File: src/rtl/uart_mute_pkg.sv
package uart_mute_pkg;
    localparam int OVS       = 16;
    localparam int DATA_BITS = 8;
    localparam int DIV_W     = 16;
    localparam int FRAME_BITS = DATA_BITS + 2;

    typedef struct packed {
        logic wake_addr;
        logic par_odd;
        logic par_en;
        logic rx_en;
        logic tx_en;
    } cfg_t;

    typedef struct packed {
        logic [DATA_BITS-1:0] data;
        logic                 ferr;
        logic                 perr;
    } rx_frame_t;

    typedef enum logic [2:0] {
        RX_IDLE, RX_START, RX_DATA, RX_STOP, RX_BREAK
    } rx_state_e;

    function automatic logic [DATA_BITS-1:0] tx_word(
        input logic [DATA_BITS-1:0] d, input logic par_en, input logic par_odd);
        logic [DATA_BITS-1:0] w;
        w = d;
        if (par_en) w[DATA_BITS-1] = (^d[DATA_BITS-2:0]) ^ par_odd;
        return w;
    endfunction
endpackage

File: src/rtl/uart_mute_baud.sv
module uart_mute_baud
    import uart_mute_pkg::*;
#(
    parameter int DW = DIV_W,
    parameter int OS = OVS
) (
    input  logic          clk,
    input  logic          rst,
    input  logic [DW-1:0] div,
    output logic          tick
);
    localparam int OW = $clog2(OS);
    localparam int CW = DW - OW;

    logic [CW-1:0] cnt;
    logic [CW-1:0] lim;

    assign lim = (div[DW-1:OW] == '0) ? CW'(1) : div[DW-1:OW];

    always_ff @(posedge clk) begin
        if (rst) begin
            cnt  <= '0;
            tick <= 1'b0;
        end else if (cnt >= lim - CW'(1)) begin
            cnt  <= '0;
            tick <= 1'b1;
        end else begin
            cnt  <= cnt + CW'(1);
            tick <= 1'b0;
        end
    end

    // the smallest divisor gives one oversampling tick per clock
    assert_tick_every_clock_R11: assert property (@(posedge clk) disable iff (rst)
        (lim == CW'(1)) |=> tick);
endmodule

File: src/rtl/uart_mute_tx.sv
module uart_mute_tx
    import uart_mute_pkg::*;
(
    input  logic                 clk,
    input  logic                 rst,
    input  logic                 tick,
    input  logic                 enable,
    input  logic                 par_en,
    input  logic                 par_odd,
    input  logic                 load,
    input  logic [DATA_BITS-1:0] load_data,
    output logic                 txd,
    output logic                 busy
);
    localparam int TW = $clog2(OVS);
    localparam int BW = $clog2(FRAME_BITS);

    logic [FRAME_BITS-1:0] shreg;
    logic [TW-1:0]         tcnt;
    logic [BW-1:0]         bcnt;

    always_ff @(posedge clk) begin
        if (rst || !enable) begin
            busy  <= 1'b0;
            shreg <= '1;
            tcnt  <= '0;
            bcnt  <= '0;
        end else if (load && !busy) begin
            shreg <= {1'b1, tx_word(load_data, par_en, par_odd), 1'b0};
            busy  <= 1'b1;
            tcnt  <= '0;
            bcnt  <= '0;
        end else if (busy && tick) begin
            if (tcnt == TW'(OVS - 1)) begin
                tcnt  <= '0;
                shreg <= {1'b1, shreg[FRAME_BITS-1:1]};
                if (bcnt == BW'(FRAME_BITS - 1)) busy <= 1'b0;
                else bcnt <= bcnt + BW'(1);
            end else begin
                tcnt <= tcnt + TW'(1);
            end
        end
    end

    assign txd = busy ? shreg[0] : 1'b1;

    // a disabled transmitter holds the line at mark
    assert_tx_disabled_idle_R3: assert property (@(posedge clk) disable iff (rst)
        !enable |=> (txd && !busy));
    // an accepted load drives the start bit on the next clock
    assert_tx_start_low_R2: assert property (@(posedge clk) disable iff (rst)
        (enable && load && !busy) |=> (!txd && busy));
endmodule

File: src/rtl/uart_mute_rx.sv
module uart_mute_rx
    import uart_mute_pkg::*;
(
    input  logic      clk,
    input  logic      rst,
    input  logic      tick,
    input  logic      enable,
    input  logic      par_en,
    input  logic      par_odd,
    input  logic      idle_clr,
    input  logic      rxd,
    output logic      done,
    output rx_frame_t frame,
    output logic      idle_evt
);
    localparam int TW = $clog2(OVS);
    localparam int BW = $clog2(DATA_BITS);
    localparam int IDLE_TICKS = OVS * FRAME_BITS;
    localparam int IW = $clog2(IDLE_TICKS + 1);

    logic                 rx_m, rx_s;
    rx_state_e            st;
    logic [TW-1:0]        tcnt;
    logic [BW-1:0]        bcnt;
    logic [DATA_BITS-1:0] sreg;
    logic [IW-1:0]        idle_cnt;

    always_ff @(posedge clk) begin
        if (rst) begin
            rx_m <= 1'b1;
            rx_s <= 1'b1;
        end else begin
            rx_m <= rxd;
            rx_s <= rx_m;
        end
    end

    always_ff @(posedge clk) begin
        done     <= 1'b0;
        idle_evt <= 1'b0;
        if (rst || !enable) begin
            st       <= RX_IDLE;
            tcnt     <= '0;
            bcnt     <= '0;
            sreg     <= '0;
            frame    <= '0;
            idle_cnt <= '0;
        end else begin
            if (tick) begin
                case (st)
                    RX_IDLE: if (!rx_s) begin
                        st   <= RX_START;
                        tcnt <= '0;
                    end
                    RX_START: begin
                        if (tcnt == TW'(OVS / 2 - 1)) begin
                            st   <= rx_s ? RX_IDLE : RX_DATA;
                            tcnt <= '0;
                            bcnt <= '0;
                        end else tcnt <= tcnt + TW'(1);
                    end
                    RX_DATA: begin
                        if (tcnt == TW'(OVS - 1)) begin
                            tcnt <= '0;
                            sreg <= {rx_s, sreg[DATA_BITS-1:1]};
                            if (bcnt == BW'(DATA_BITS - 1)) st <= RX_STOP;
                            else bcnt <= bcnt + BW'(1);
                        end else tcnt <= tcnt + TW'(1);
                    end
                    RX_STOP: begin
                        if (tcnt == TW'(OVS - 1)) begin
                            tcnt       <= '0;
                            done       <= 1'b1;
                            frame.data <= sreg;
                            frame.ferr <= !rx_s;
                            frame.perr <= par_en && ((^sreg) != par_odd);
                            st         <= rx_s ? RX_IDLE : RX_BREAK;
                        end else tcnt <= tcnt + TW'(1);
                    end
                    RX_BREAK: if (rx_s) st <= RX_IDLE;
                    default: st <= RX_IDLE;
                endcase
            end
            if (idle_clr || !rx_s || st != RX_IDLE) begin
                idle_cnt <= '0;
            end else if (tick && idle_cnt != IW'(IDLE_TICKS)) begin
                idle_cnt <= idle_cnt + IW'(1);
                if (idle_cnt == IW'(IDLE_TICKS - 1)) idle_evt <= 1'b1;
            end
        end
    end

    // after a low stop bit no new frame starts while the line is still low
    assert_break_waits_high_R6: assert property (@(posedge clk) disable iff (rst)
        (st == RX_BREAK && !rx_s) |=> (st != RX_START));
endmodule

File: src/rtl/uart_mute_top.sv
module uart_mute_top
    import uart_mute_pkg::*;
(
    input  logic        clk,
    input  logic        rst,
    input  logic        reg_wr,
    input  logic [1:0]  reg_addr,
    input  logic [15:0] reg_wdata,
    input  logic        rx_rd,
    input  logic        rxd,
    output logic        txd,
    output logic        tx_busy,
    output logic [7:0]  rx_data,
    output logic        rx_valid,
    output logic        err_parity,
    output logic        err_frame,
    output logic        err_overrun,
    output logic        muted,
    output logic        irq
);
    localparam logic [DIV_W-1:0] DIV_RESET = DIV_W'(16);

    cfg_t             cfg;
    logic [DIV_W-1:0] div;
    logic             tick;
    logic             tx_load;
    logic             mute_req;
    logic             rx_done;
    rx_frame_t        rx_frame;
    logic             idle_evt;
    logic             addr_bit;
    logic             deliver;

    assign tx_load  = reg_wr && reg_addr == 2'd0;
    assign mute_req = reg_wr && reg_addr == 2'd2 && reg_wdata[5];

    always_ff @(posedge clk) begin
        if (rst) begin
            cfg <= '0;
            div <= DIV_RESET;
        end else if (reg_wr) begin
            if (reg_addr == 2'd1) div <= reg_wdata[DIV_W-1:0];
            if (reg_addr == 2'd2) cfg <= cfg_t'(reg_wdata[4:0]);
        end
    end

    uart_mute_baud u_baud (.clk(clk), .rst(rst), .div(div), .tick(tick));

    uart_mute_tx u_tx (
        .clk(clk), .rst(rst), .tick(tick), .enable(cfg.tx_en),
        .par_en(cfg.par_en), .par_odd(cfg.par_odd),
        .load(tx_load), .load_data(reg_wdata[DATA_BITS-1:0]),
        .txd(txd), .busy(tx_busy)
    );

    uart_mute_rx u_rx (
        .clk(clk), .rst(rst), .tick(tick), .enable(cfg.rx_en),
        .par_en(cfg.par_en), .par_odd(cfg.par_odd), .idle_clr(mute_req),
        .rxd(rxd), .done(rx_done), .frame(rx_frame), .idle_evt(idle_evt)
    );

    assign addr_bit = cfg.par_en ? rx_frame.data[DATA_BITS-2] : rx_frame.data[DATA_BITS-1];
    assign deliver  = rx_done && (!muted || (cfg.wake_addr && addr_bit));

    always_ff @(posedge clk) begin
        if (rst) begin
            muted <= 1'b0;
        end else if (mute_req) begin
            muted <= 1'b1;
        end else if (muted && !cfg.wake_addr && idle_evt) begin
            muted <= 1'b0;
        end else if (muted && cfg.wake_addr && rx_done && addr_bit) begin
            muted <= 1'b0;
        end
    end

    always_ff @(posedge clk) begin
        if (rst) begin
            rx_valid    <= 1'b0;
            rx_data     <= '0;
            err_parity  <= 1'b0;
            err_frame   <= 1'b0;
            err_overrun <= 1'b0;
        end else begin
            err_parity  <= (err_parity && !rx_rd) || (deliver && cfg.par_en && rx_frame.perr);
            err_frame   <= (err_frame && !rx_rd) || (deliver && rx_frame.ferr);
            err_overrun <= (err_overrun && !rx_rd) || (deliver && rx_valid && !rx_rd);
            if (deliver && !(rx_valid && !rx_rd)) begin
                rx_valid <= 1'b1;
                rx_data  <= rx_frame.data;
            end else if (rx_rd) begin
                rx_valid <= 1'b0;
            end
        end
    end

    assign irq = rx_valid || err_parity || err_frame || err_overrun;

    // in idle-wake mute, no byte is handed over
    assert_mute_silent_R8: assert property (@(posedge clk) disable iff (rst)
        (muted && !cfg.wake_addr) |=> !$rose(rx_valid));
    // an unread byte is never overwritten
    assert_unread_kept_R7: assert property (@(posedge clk) disable iff (rst)
        (rx_valid && !rx_rd) |=> $stable(rx_data));
    // parity errors only arise with parity enabled
    assert_parity_needs_enable_R5: assert property (@(posedge clk) disable iff (rst)
        $rose(err_parity) |-> $past(cfg.par_en));
endmodule

File: config.mk
export PLATFORM = sky130hd
export DESIGN_NAME = uart_mute_top
export DESIGN_NICKNAME = d
export VERILOG_FILES = /design/src/rtl/uart_mute_pkg.sv /design/src/rtl/uart_mute_baud.sv /design/src/rtl/uart_mute_tx.sv /design/src/rtl/uart_mute_rx.sv /design/src/rtl/uart_mute_top.sv
export SDC_FILE = /design/constraint.sdc
export NUM_CORES = 1
export LEC_CHECK = 0
export ABC_AREA = 1
export BUFFER_PORTS_ARGS = -buffer_cell sky130_fd_sc_hd__buf_2
export CAP_MARGIN = 30
export CORE_MARGIN = 10
export CORE_UTILIZATION = 55
export CTS_CLUSTER_SIZE = 24
export DETAILED_ROUTE_END_ITERATION = 8
export GPL_TIMING_DRIVEN = 0
export PLACE_DENSITY = 0.73
export SETUP_SLACK_MARGIN = 0.4
export SYNTH_ARGS = -nofsm -noshare
export SYNTH_HDL_FRONTEND = slang
export SYNTH_SLANG_ARGS = --single-unit
File: constraint.sdc
create_clock -name clk -period 4 [get_ports clk]
set_input_delay 0.2 -clock clk [delete_from_list [all_inputs] [get_ports clk]]
set_output_delay 0.2 -clock clk [all_outputs]
set_load 0.01 [all_outputs]
==> results of run 1 <==
-- worst max-delay path by stage --
| stage | to | slack, ns | cells past startpoint |
|---|---|---|---|
| after floorplan | u_baud.cnt[11] | 1.54 | 18 |
| after global placement | u_baud.cnt[11] | 1.19 | 18 |
| after detailed placement | u_baud.cnt[11] | 1.15 | 18 |
| after CTS | u_baud.cnt[5] | 1.10 | 18 |
| after global routing | u_baud.cnt[11] | 0.72 | 18 |
| final | u_baud.cnt[5] | 1.13 | 18 |
-- power by group through the flow --
stage / logic (uW) / registers, uW / clock network (uW)
floorplan: 145 / 1070 / 0
global placement: 191 / 1070 / 0
detailed placement: 195 / 1070 / 0
CTS: 198 / 1050 / 786
global route: 232 / 1050 / 830
finish: 198 / 1050 / 771
-- metal layers --
layer,part of all wire [%],global-route usage (%),vias up
met5,0,0,-
met4,1.2,4.90,0
met3,4.1,3.54,11
met2,46,26.9,91
met1,49,21.7,2058
li1,-,-,2327
-- worst max-delay path, stage by stage, from the launching register on --
cell and delay, ns:
dfxtp_1 0.36, inv_1 0.09, nand2_1 0.10, nor2_1 0.06
nand4_1 0.08, nand2_1 0.07, inv_1 0.10, ha_1 0.21
nand3_1 0.14, nor3_1 0.21, xor2_1 0.16, inv_1 0.05
ha_1 0.26, nand2_1 0.11, o21ai_0 0.11, a21oi_1 0.17
nand4_1 0.17, buf_2 0.23, nor2_1 0.11
-- cell type report --
type	count	area [sq um]
Buffer	13	68.8
Clock buffer	11	131
Clock inverter	5	108
Fill cell	793	3240
Inverter	94	357
Multi-Input combinational cell	476	2560
Sequential cell	101	2020
Tap cell	108	135
Timing Repair Buffer	38	190
-- cell usage after synthesis (5+ instances only) --
master,n,area [sq um]
nor2_2,6,37.5
dfxtp_1,101,2020
a31oi_1,6,37.5
nand4_1,9,56.3
nand3_1,34,170
a21oi_1,67,335
inv_1,86,323
o211ai_1,8,60.1
nand2_1,128,480
nor3_1,16,80.1
ha_1,22,275
buf_2,6,30.0
o21ai_0,52,260
nor2_1,70,263
inv_2,5,18.8
xor2_1,16,140
xnor2_1,12,105
-- through the flow --
| stage | setup WS, ns | utilization (%) |
|---|---|---|
| finish | 1.13 | 63.2 |
| global placement | 1.19 | 60.5 |
| global route | 0.723 | 63.2 |
| floorplan | 1.54 | - |
| CTS | 1.10 | 63.2 |
| detailed placement | 1.15 | 60.5 |
-- cell usage in the layout, fill, tap and decap left out, drive strengths merged --
| cell | synthesis | final |
|---|---|---|
| nand3 | 37 | 37 |
| nand2 | 132 | 132 |
| xnor2 | 12 | 12 |
| bufinv | 0 | 3 |
| o21ai | 55 | 55 |
| a31oi | 6 | 6 |
| nand3b | 1 | 1 |
| nand4 | 10 | 10 |
| and3 | 2 | 2 |
| nor3 | 18 | 18 |
| nor2 | 78 | 78 |
| clkinv | 2 | 3 |
| clkbuf | 4 | 15 |
| a211oi | 3 | 3 |
| xor2 | 16 | 16 |
| dfxtp | 101 | 101 |
| nor4 | 1 | 1 |
| o21bai | 1 | 1 |
| or2 | 6 | 6 |
| o211ai | 8 | 8 |
| inv | 92 | 93 |
| buf | 9 | 47 |
| a21boi | 1 | 1 |
| ha | 22 | 22 |
| a21oi | 67 | 67 |
-- flip-flops by register name, summed over array words and instances (netlist names), 3 cells and up --
signal / flops
cfg: 5
u_rx.sreg: 8
u_rx.st: 3
u_baud.cnt: 12
div: 12
u_tx.tcnt: 4
u_rx.bcnt: 3
u_tx.bcnt: 4
u_rx.tcnt: 4
u_rx.frame: 10
u_rx.idle_cnt: 8
rx_data: 8
u_tx.shreg: 9
-- logic make-up after synthesis --
group / count (synthesis) / share of synthesized area [%]
buf+inv: 107 / 8.50
xor+xnor: 28 / 4.90
simple gates: 285 / 25.6
fa+ha+maj: 22 / 5.50
compound gates: 141 / 15.1
flops: 101 / 40.4
==> results.toml, run 1 <==
[pwr]
p_comb_share_pct = 9.8
finalPower_uw = 2020
p_leak_uw = 0.00241
power_frac_seq_pct = 52.0
p_switching_uw = 502
pwr-share-clk_pct = 38.2
swShare_pct = 24.9
ir_worst_vdd_uv = 194
power.density_nw_per_um2 = 363
internal_power_uw = 1520

[run_status]
outcome = "finished clean"

[sta]
fin_hold_ws_ns = 0.0461
hold_viol = 0
finalClockSkew_ns = 0.0108
slew_violations = 0
tightest_slew_ns = 0.536
tns_ns = 0
period_share_pct = 71.6
setup_viol = 0
period_minus_slack_ns = 2.87
rsz0062_at_grt = "no"
slew_headroom_pct = 64.1
fmax_ghz = 0.349

[synthesis]
avgSynthCellArea_sq_um = 7.32
synthCells = 684
syn_area_sq_um = 5000
syn-num-nets = 729
ys_seq_area_share_pct = 40.4
ys.flop_type = "dfxtp_1"
async_flop_share_pct = 0
synth-edff-count = 0
synth_warnings = 0
yosysUniqueCellTypes = 43
ys_ff_latch = 101

[job]
cap_viol_max_count = 0

[critical_path]
r2r-start = "div[9]"
rr_worst_depth = 18
reg2reg_to = "u_baud.cnt[5]"
worst_setup_path_end_kind = "flop"
crit_type = "flop to flop"
crit_fanout = 10
start_kind = "flop"
cp.arrival_ns = 3.15
crit_required_ns = 4.29
startpoint = "div[9]"
rrSetupSlack_ns = 1.13

[detailed_routing]
dr.pass1.iters = 5
routed_via_density = 5.30
ant_nets = 0
vias = 4487
routed_wl_um = 10900
remaining_drc_errors = 0
post_drt_wl_per_cell_um = 12.8
drt-initial-drc-count = 265

[cts]
cts_root_buf = "clkbuf_8"
clk_pin_slew_ns = 0.10
postCtsSetupBuffers = 0
htree_levels = 3
ctsLongestPathBuffers = 2
ctsResizeCount = 0
insertion_delay_ns = 0.35
clock-sinks = 101
cts_hold_buf = 0
cts_tree = "yes"
cts_buffers = 9

[cells_and_area]
syn2layout_area_growth_pct = 11.3
fin_nets = 778
final_cells = 846
drive_gt1_share_pct = 12.5
design_area_sq_um = 5570
antenna_cells = 0

[worst_hold_path]
hp-start = "rxd"
hold_depth = 2
min_to = "u_rx.rx_m"
min_path_type = "input port to flop"

[global_route]
track_usage_pct = 16.6
grt-ovfl-total = 0
first_global_vias = 4088
grt_max_degree = 17
grt_pass1_wl_um = 18500
antenna_found_initial = 0

[floorplanning]
initial_core_util_pct = 56.8
die_h_um = 115
die_width_um = 115
die-area_sq_um = 13300
io_pins = 39
coreArea_sq_um = 8810
rows = 34

[placement]
hpwl_um = 8330
gp_congestion = 0.869
dpl_cell_area_sq_um = 5330
io_buffers = 38
dp_cells = 830
Power figures use the tool's default switching activity.
==> run 2, diff against run 1 <==
--- a/config.mk
+++ b/config.mk
@@ -5,7 +5,7 @@
 export SDC_FILE = /design/constraint.sdc
 export NUM_CORES = 1
 export LEC_CHECK = 0
-export ABC_AREA = 1
+export ABC_AREA = 0
 export BUFFER_PORTS_ARGS = -buffer_cell sky130_fd_sc_hd__buf_2
 export CAP_MARGIN = 30
 export CORE_MARGIN = 10
==> constraint.sdc (replaced) <==
create_clock -name clk -period 2.65 [get_ports clk]
set_input_delay 0.1325 -clock clk [delete_from_list [all_inputs] [get_ports clk]]
set_output_delay 0.1325 -clock clk [all_outputs]
set_load 0.01 [all_outputs]
==> run 2 against run 1 <==
- clock power rose by 29%
- setup slack worse by 1.6 ns
- design area down 0.58%
- die area fell by 3.9%
- the flow now finishes with violations (negative setup slack)
- sequential share of layout area increased by 0.33 points
- final cell count is 15% lower
- combinational power grew 58%
- utilization rose by 3.1 points
- critical path depth down 4
- area after synthesis down 4.7%
- critical path type unchanged
==> results.toml, run 2 <==
[detailed_routing]
routed_via_density = 5.49
dr.pass1.iters = 4
routed_wl_um = 10600
vias = 3922
ant_nets = 0
drt-initial-drc-count = 216
post_drt_wl_per_cell_um = 14.8
remaining_drc_errors = 0

[synthesis]
synthTopCellsByCount = "101 x dfxtp_1, 77 x nand2_1, 67 x nor2_1"
synth-edff-count = 0
synth_warnings = 0
async_flop_share_pct = 0
synthCells = 538
ys.flop_type = "dfxtp_1"
synth_area_leaders = "dfxtp_1 42%, mux2i_1 6.5%, nand2_1 6.1%, ha_1 5.8%, nor2_1 5.3%"
ys_ff_latch = 101
synth.most_common_cell = "dfxtp_1"
synth_top_cell_area_share_pct = 42.4
syn-num-nets = 583
syn_area_sq_um = 4770
ys_seq_area_share_pct = 42.4
synth_top_area_cell = "dfxtp_1"
avgSynthCellArea_sq_um = 8.87
yosysUniqueCellTypes = 52

[critical_path]
critPathBufInv = 1
cp.arrival_ns = 3.36
cpMostUsedCell = "nor4_4"
crit_type = "flop to flop"
crit_chain = "or4_4, nor3_4, a31oi_2, ha_2, nand2b_4, nor4_4, nand3b_1, xor2_1, ha_1, nand4_1, nor4_4, a211o_1, buf_6, nor2_1"
start_kind = "flop"
crit_fanout = 10
max_stage_delay_ns = 0.54
cp_slowest_cell = "or4_4"
crit_required_ns = 2.91
cp_top_family = "simple AND/OR/NAND/NOR gates"
worst_setup_path_end_kind = "flop"

[sta]
fin_hold_ws_ns = 0.0127
tns_ns = -5.55
slew_headroom_pct = 57.6
fmax_ghz = 0.323
hold_viol = 0
setup_ws_ns = -0.448
period_minus_slack_ns = 3.10
setup_viol = 13
period_share_pct = 117
rsz0062_at_grt = "yes"
slew_violations = 0
finalClockSkew_ns = 0.0133
tightest_slew_ns = 0.634

[floorplanning]
coreArea_sq_um = 8340
die_h_um = 113
initial_core_util_pct = 57.2
die_width_um = 113
die-area_sq_um = 12800
rows = 33
io_pins = 39

[cts]
insertion_delay_ns = 0.36
cts_root_buf = "clkbuf_8"
htree_levels = 3
cts_buffers = 9
ctsLongestPathBuffers = 2
clock-sinks = 101
cts_tree = "yes"
clk_pin_slew_ns = 0.10

[job]
cap_viol_max_count = 0

[global_route]
grt-ovfl-total = 0
grt_pass1_wl_um = 18100
antenna_found_initial = 0
grt_max_degree = 18
track_usage_pct = 16.6
first_global_vias = 3941

[pwr]
pwr-share-clk_pct = 34.5
swShare_pct = 25.9
power_frac_seq_pct = 54.7
p_switching_uw = 746
p_leak_uw = 0.00208
ir_worst_vdd_uv = 329
internal_power_uw = 2130
p_comb_share_pct = 10.8
finalPower_uw = 2880
power.density_nw_per_um2 = 520

[cells_and_area]
drive_gt1_share_pct = 17.5
fin_nets = 650
reg_top3 = "div: 12 flops, u_baud.cnt: 12 flops, u_rx.frame: 10 flops"
syn2layout_area_growth_pct = 16.1
final_common_cell = "dfxtp_1"
final_cell_mix = "98 x dfxtp_1, 77 x nand2_1, 63 x nor2_1"
antenna_cells = 0

[run_status]
outcome = "complete, but fails checks"
violations = "negative setup slack"

[placement]
gp_congestion = 0.833
io_buffers = 37
hpwl_um = 7690

[worst_hold_path]
min_path_type = "input port to flop"
run 2: worst paths after layout:
path                start       endpoint  slack (ns)  cells past startpoint
max               div[14]  u_baud.cnt[9]       -0.45                     14
min          reg_wdata[7]         div[7]        0.01                      3
max reg2reg       div[14]  u_baud.cnt[9]       -0.45                     14
min reg2reg     u_rx.rx_m      u_rx.rx_s        0.43                      1
run 2: worst register-to-register path, cell delays in order, from the launching register on:
cell      delay (ns)
dfxtp_4         0.36
or4_4           0.54
nor3_4          0.17
a31oi_2         0.13
ha_2            0.22
nand2b_4        0.08
nor4_4          0.04
nand3b_1        0.11
xor2_1          0.09
ha_1            0.32
nand4_1         0.19
nor4_4          0.33
a211o_1         0.21
buf_6           0.16
nor2_1          0.05
run 2: per-layer routing:
| layer | wire length, um | track usage [%] |
|---|---|---|
| met2 | 5150 | 29.1 |
| met4 | 158 | 4.65 |
| met1 | 4820 | 19.3 |
| met5 | 0 | 0 |
| met3 | 454 | 4.60 |
run 2: stage by stage:
stage | cells | instance area (sq um) | util [%] | setup slack, ns
floorplan | 538 | 4820 | - | -0.311
global placement | 680 | 5130 | 61.6 | -0.551
detailed placement | 680 | 5130 | 61.6 | -0.601
CTS | 712 | 5490 | 65.8 | -0.439
global route | 715 | 5540 | 66.4 | -0.592
finish | 715 | 5540 | 66.4 | -0.448
run 2: kinds of logic after synthesis:
| logic type | count (synthesis) | share of synthesized area [%] |
|---|---|---|
| xor+xnor | 44 | 8.37 |
| compound gates | 73 | 9.60 |
| flops | 101 | 42.4 |
| simple gates | 224 | 22.1 |
| buf+inv | 35 | 3.33 |
| mux | 39 | 8.39 |
| fa+ha+maj | 22 | 5.77 |
run 2: area by class of cell:
type,instances,area [sq um]
Clock inverter,6,68.8
Timing Repair Buffer,56,348
Sequential cell,101,2030
Clock buffer,10,128
Inverter,15,56.3
Tap cell,105,131
Buffer,20,109
Multi-Input combinational cell,402,2670
Fill cell,712,2810
run 2: repair_timing:
| action | CTS | global route |
|---|---|---|
| cloned | 0 | 0 |
| pin swaps | 5 | 1 |
| setup buffers | 8 | 3 |
| endpoints found under the hold margin | 8 | 0 |
| hold buffers | 8 | 0 |
| gates resized for setup | 4 | 7 |
| endpoints found under the setup margin | 13 | 13 |
run 2: power groups by stage:
stage	registers, uW	clock network, uW	logic (uW)
after floorplan	1600	0	188
after global placement	1610	0	245
after detailed placement	1610	0	254
after CTS	1570	1020	283
after global routing	1580	1070	347
final	1570	992	312
==> run 3, diff against run 2 <==
--- a/config.mk
+++ b/config.mk
@@ -6,14 +6,15 @@
 export NUM_CORES = 1
 export LEC_CHECK = 0
 export ABC_AREA = 0
+export ABC_CLOCK_PERIOD_IN_PS = 2650
 export BUFFER_PORTS_ARGS = -buffer_cell sky130_fd_sc_hd__buf_2
 export CAP_MARGIN = 30
 export CORE_MARGIN = 10
-export CORE_UTILIZATION = 55
+export CORE_UTILIZATION = 60
 export CTS_CLUSTER_SIZE = 24
 export DETAILED_ROUTE_END_ITERATION = 8
 export GPL_TIMING_DRIVEN = 0
-export PLACE_DENSITY = 0.73
+export PLACE_DENSITY = 0.79
 export SETUP_SLACK_MARGIN = 0.4
 export SYNTH_ARGS = -nofsm -noshare
 export SYNTH_HDL_FRONTEND = slang
==> run 3 against run 2 <==
- utilization is 5.4 points higher
- highest routed layer unchanged
- the flow still finishes with violations (negative setup slack)
- critical path depth stayed put
- register-to-register slack worse by 0.04 ns
- critical path type unchanged
- via count rose by 0.10%
- hold slack gained 0.0081 ns
==> results.toml, run 3 (synthesized netlist as in run 2, its figures left out) <==
[cells_and_area]
final_cells = 714
fin_nets = 652
syn2layout_area_growth_pct = 16.2
design_area_sq_um = 5540
final_cell_mix = "97 x dfxtp_1, 77 x nand2_1, 66 x nor2_1"
antenna_cells = 0
reg_top3 = "div: 12 flops, u_baud.cnt: 12 flops, u_rx.frame: 10 flops"
final_common_cell = "dfxtp_1"
drive_gt1_share_pct = 17.6

[run_status]
outcome = "complete, but fails checks"
violations = "negative setup slack"

[cts]
ctsLongestPathBuffers = 2
clk_pin_slew_ns = 0.10
htree_levels = 3
cts_buffers = 9
clock-sinks = 101
cts_root_buf = "clkbuf_8"
cts_tree = "yes"
insertion_delay_ns = 0.38

[critical_path]
worst_setup_path_end_kind = "flop"
cp.arrival_ns = 3.41
endpoint = "u_baud.cnt[11]"
r2r-start = "div[11]"
rrSetupSlack_ns = -0.49
crit_type = "flop to flop"
start_kind = "flop"
rr_worst_depth = 14
cp_slowest_cell = "or4_4"
startpoint = "div[11]"
crit_required_ns = 2.92
max_stage_delay_ns = 0.52
crit_fanout = 4
reg2reg_to = "u_baud.cnt[11]"
crit_chain = "or4_4, nor3_4, a31oi_2, ha_2, nand2b_4, nor4_4, nand3b_1, xor2_1, ha_1, nand4_1, nor4_2, a211o_1, buf_4, nor2_1"

[detailed_routing]
remaining_drc_errors = 0
post_drt_wl_per_cell_um = 14.9
dr.pass1.iters = 4
vias = 3926
drt-initial-drc-count = 150
routed_via_density = 5.50
ant_nets = 0
routed_wl_um = 10600

[placement]
hpwl_um = 7440
io_buffers = 37
dpl_cell_area_sq_um = 5130
gp_congestion = 0.835
dp_slack_ns = -0.623
dp_cells = 677

[floorplanning]
rows = 32
io_pins = 39
initial_core_util_pct = 61.7
die_width_um = 109
coreArea_sq_um = 7730
die_h_um = 109
die-area_sq_um = 11900

[sta]
tightest_slew_ns = 0.622
period_minus_slack_ns = 3.14
tns_ns = -5.94
rsz0062_at_grt = "yes"
period_share_pct = 118
slew_headroom_pct = 58.4
finalClockSkew_ns = 0.0163
fmax_ghz = 0.319
hold_viol = 0
slew_violations = 0
setup_ws_ns = -0.489
setup_viol = 13

[pwr]
p_leak_uw = 0.00209
power.density_nw_per_um2 = 515
finalPower_uw = 2850
ir_worst_vdd_uv = 353

[global_route]
track_usage_pct = 18.1
grt_pass1_wl_um = 17700
antenna_found_initial = 0
grt-ovfl-total = 0
grt_max_degree = 21
first_global_vias = 3897

[job]
cap_viol_max_count = 0

[worst_hold_path]
min_path_type = "input port to flop"
[run 3: layout make-up]
class | count | area [sq um]
Multi-Input combinational cell | 402 | 2650
Fill cell | 592 | 2180
Sequential cell | 101 | 2030
Timing Repair Buffer | 58 | 372
Tap cell | 102 | 128
Clock buffer | 9 | 124
Buffer | 20 | 109
Clock inverter | 7 | 73.8
Inverter | 15 | 56.3
[run 3: worst min path at each step]
stage / start / to / cells after the start
2_1_floorplan: rx_rd / err_overrun / 1
3_3_place_gp: rx_rd / err_overrun / 2
3_5_place_dp: rx_rd / err_overrun / 2
4_1_cts: reg_wdata[7] / div[7] / 3
5_1_grt: reg_wdata[7] / div[7] / 3
6_report: reg_wdata[7] / div[7] / 3
[run 3: timing repair]
action | in CTS | in global routing
endpoints found under the hold margin | 10 | 0
cloned | 0 | 1
hold buffers | 10 | 0
buffers inserted | 6 | 4
endpoints found under the setup margin | 13 | 13
pin swaps | 7 | 2
resized for setup | 5 | 7
[run 3: critical path: cells and delay by family (launching register included)]
| family | cells | cell delay (ns) |
|---|---|---|
| AO/OA/AOI/OAI | 2 | 0.41 |
| AND/OR/NAND/NOR | 8 | 1.50 |
| flip-flops | 1 | 0.37 |
| buffers and inverters | 1 | 0.15 |
| XOR/XNOR | 1 | 0.07 |
| adder cells (fa/ha/maj) | 2 | 0.53 |
[run 3: per-layer routing]
layer / global-route usage (%) / vias up / wire length [um]
li1: - / 1998 / -
met1: 21.1 / 1823 / 4650
met2: 30.9 / 85 / 5220
met3: 4.48 / 20 / 523
met4: 8.00 / 0 / 228
met5: 0 / - / 0
[run 3: per-stage QoR]
step,hold slack [ns],utilization (%)
final,0.0209,71.7
after floorplan,0.212,-
after global placement,0.318,66.4
after detailed placement,0.319,66.4
after global routing,0.0136,71.7
after CTS,0.0168,71.1
[run 3: where the power goes]
group	internal (uW)	switching, uW
logic	141	162
registers	1540	32.9
clock network	375	604
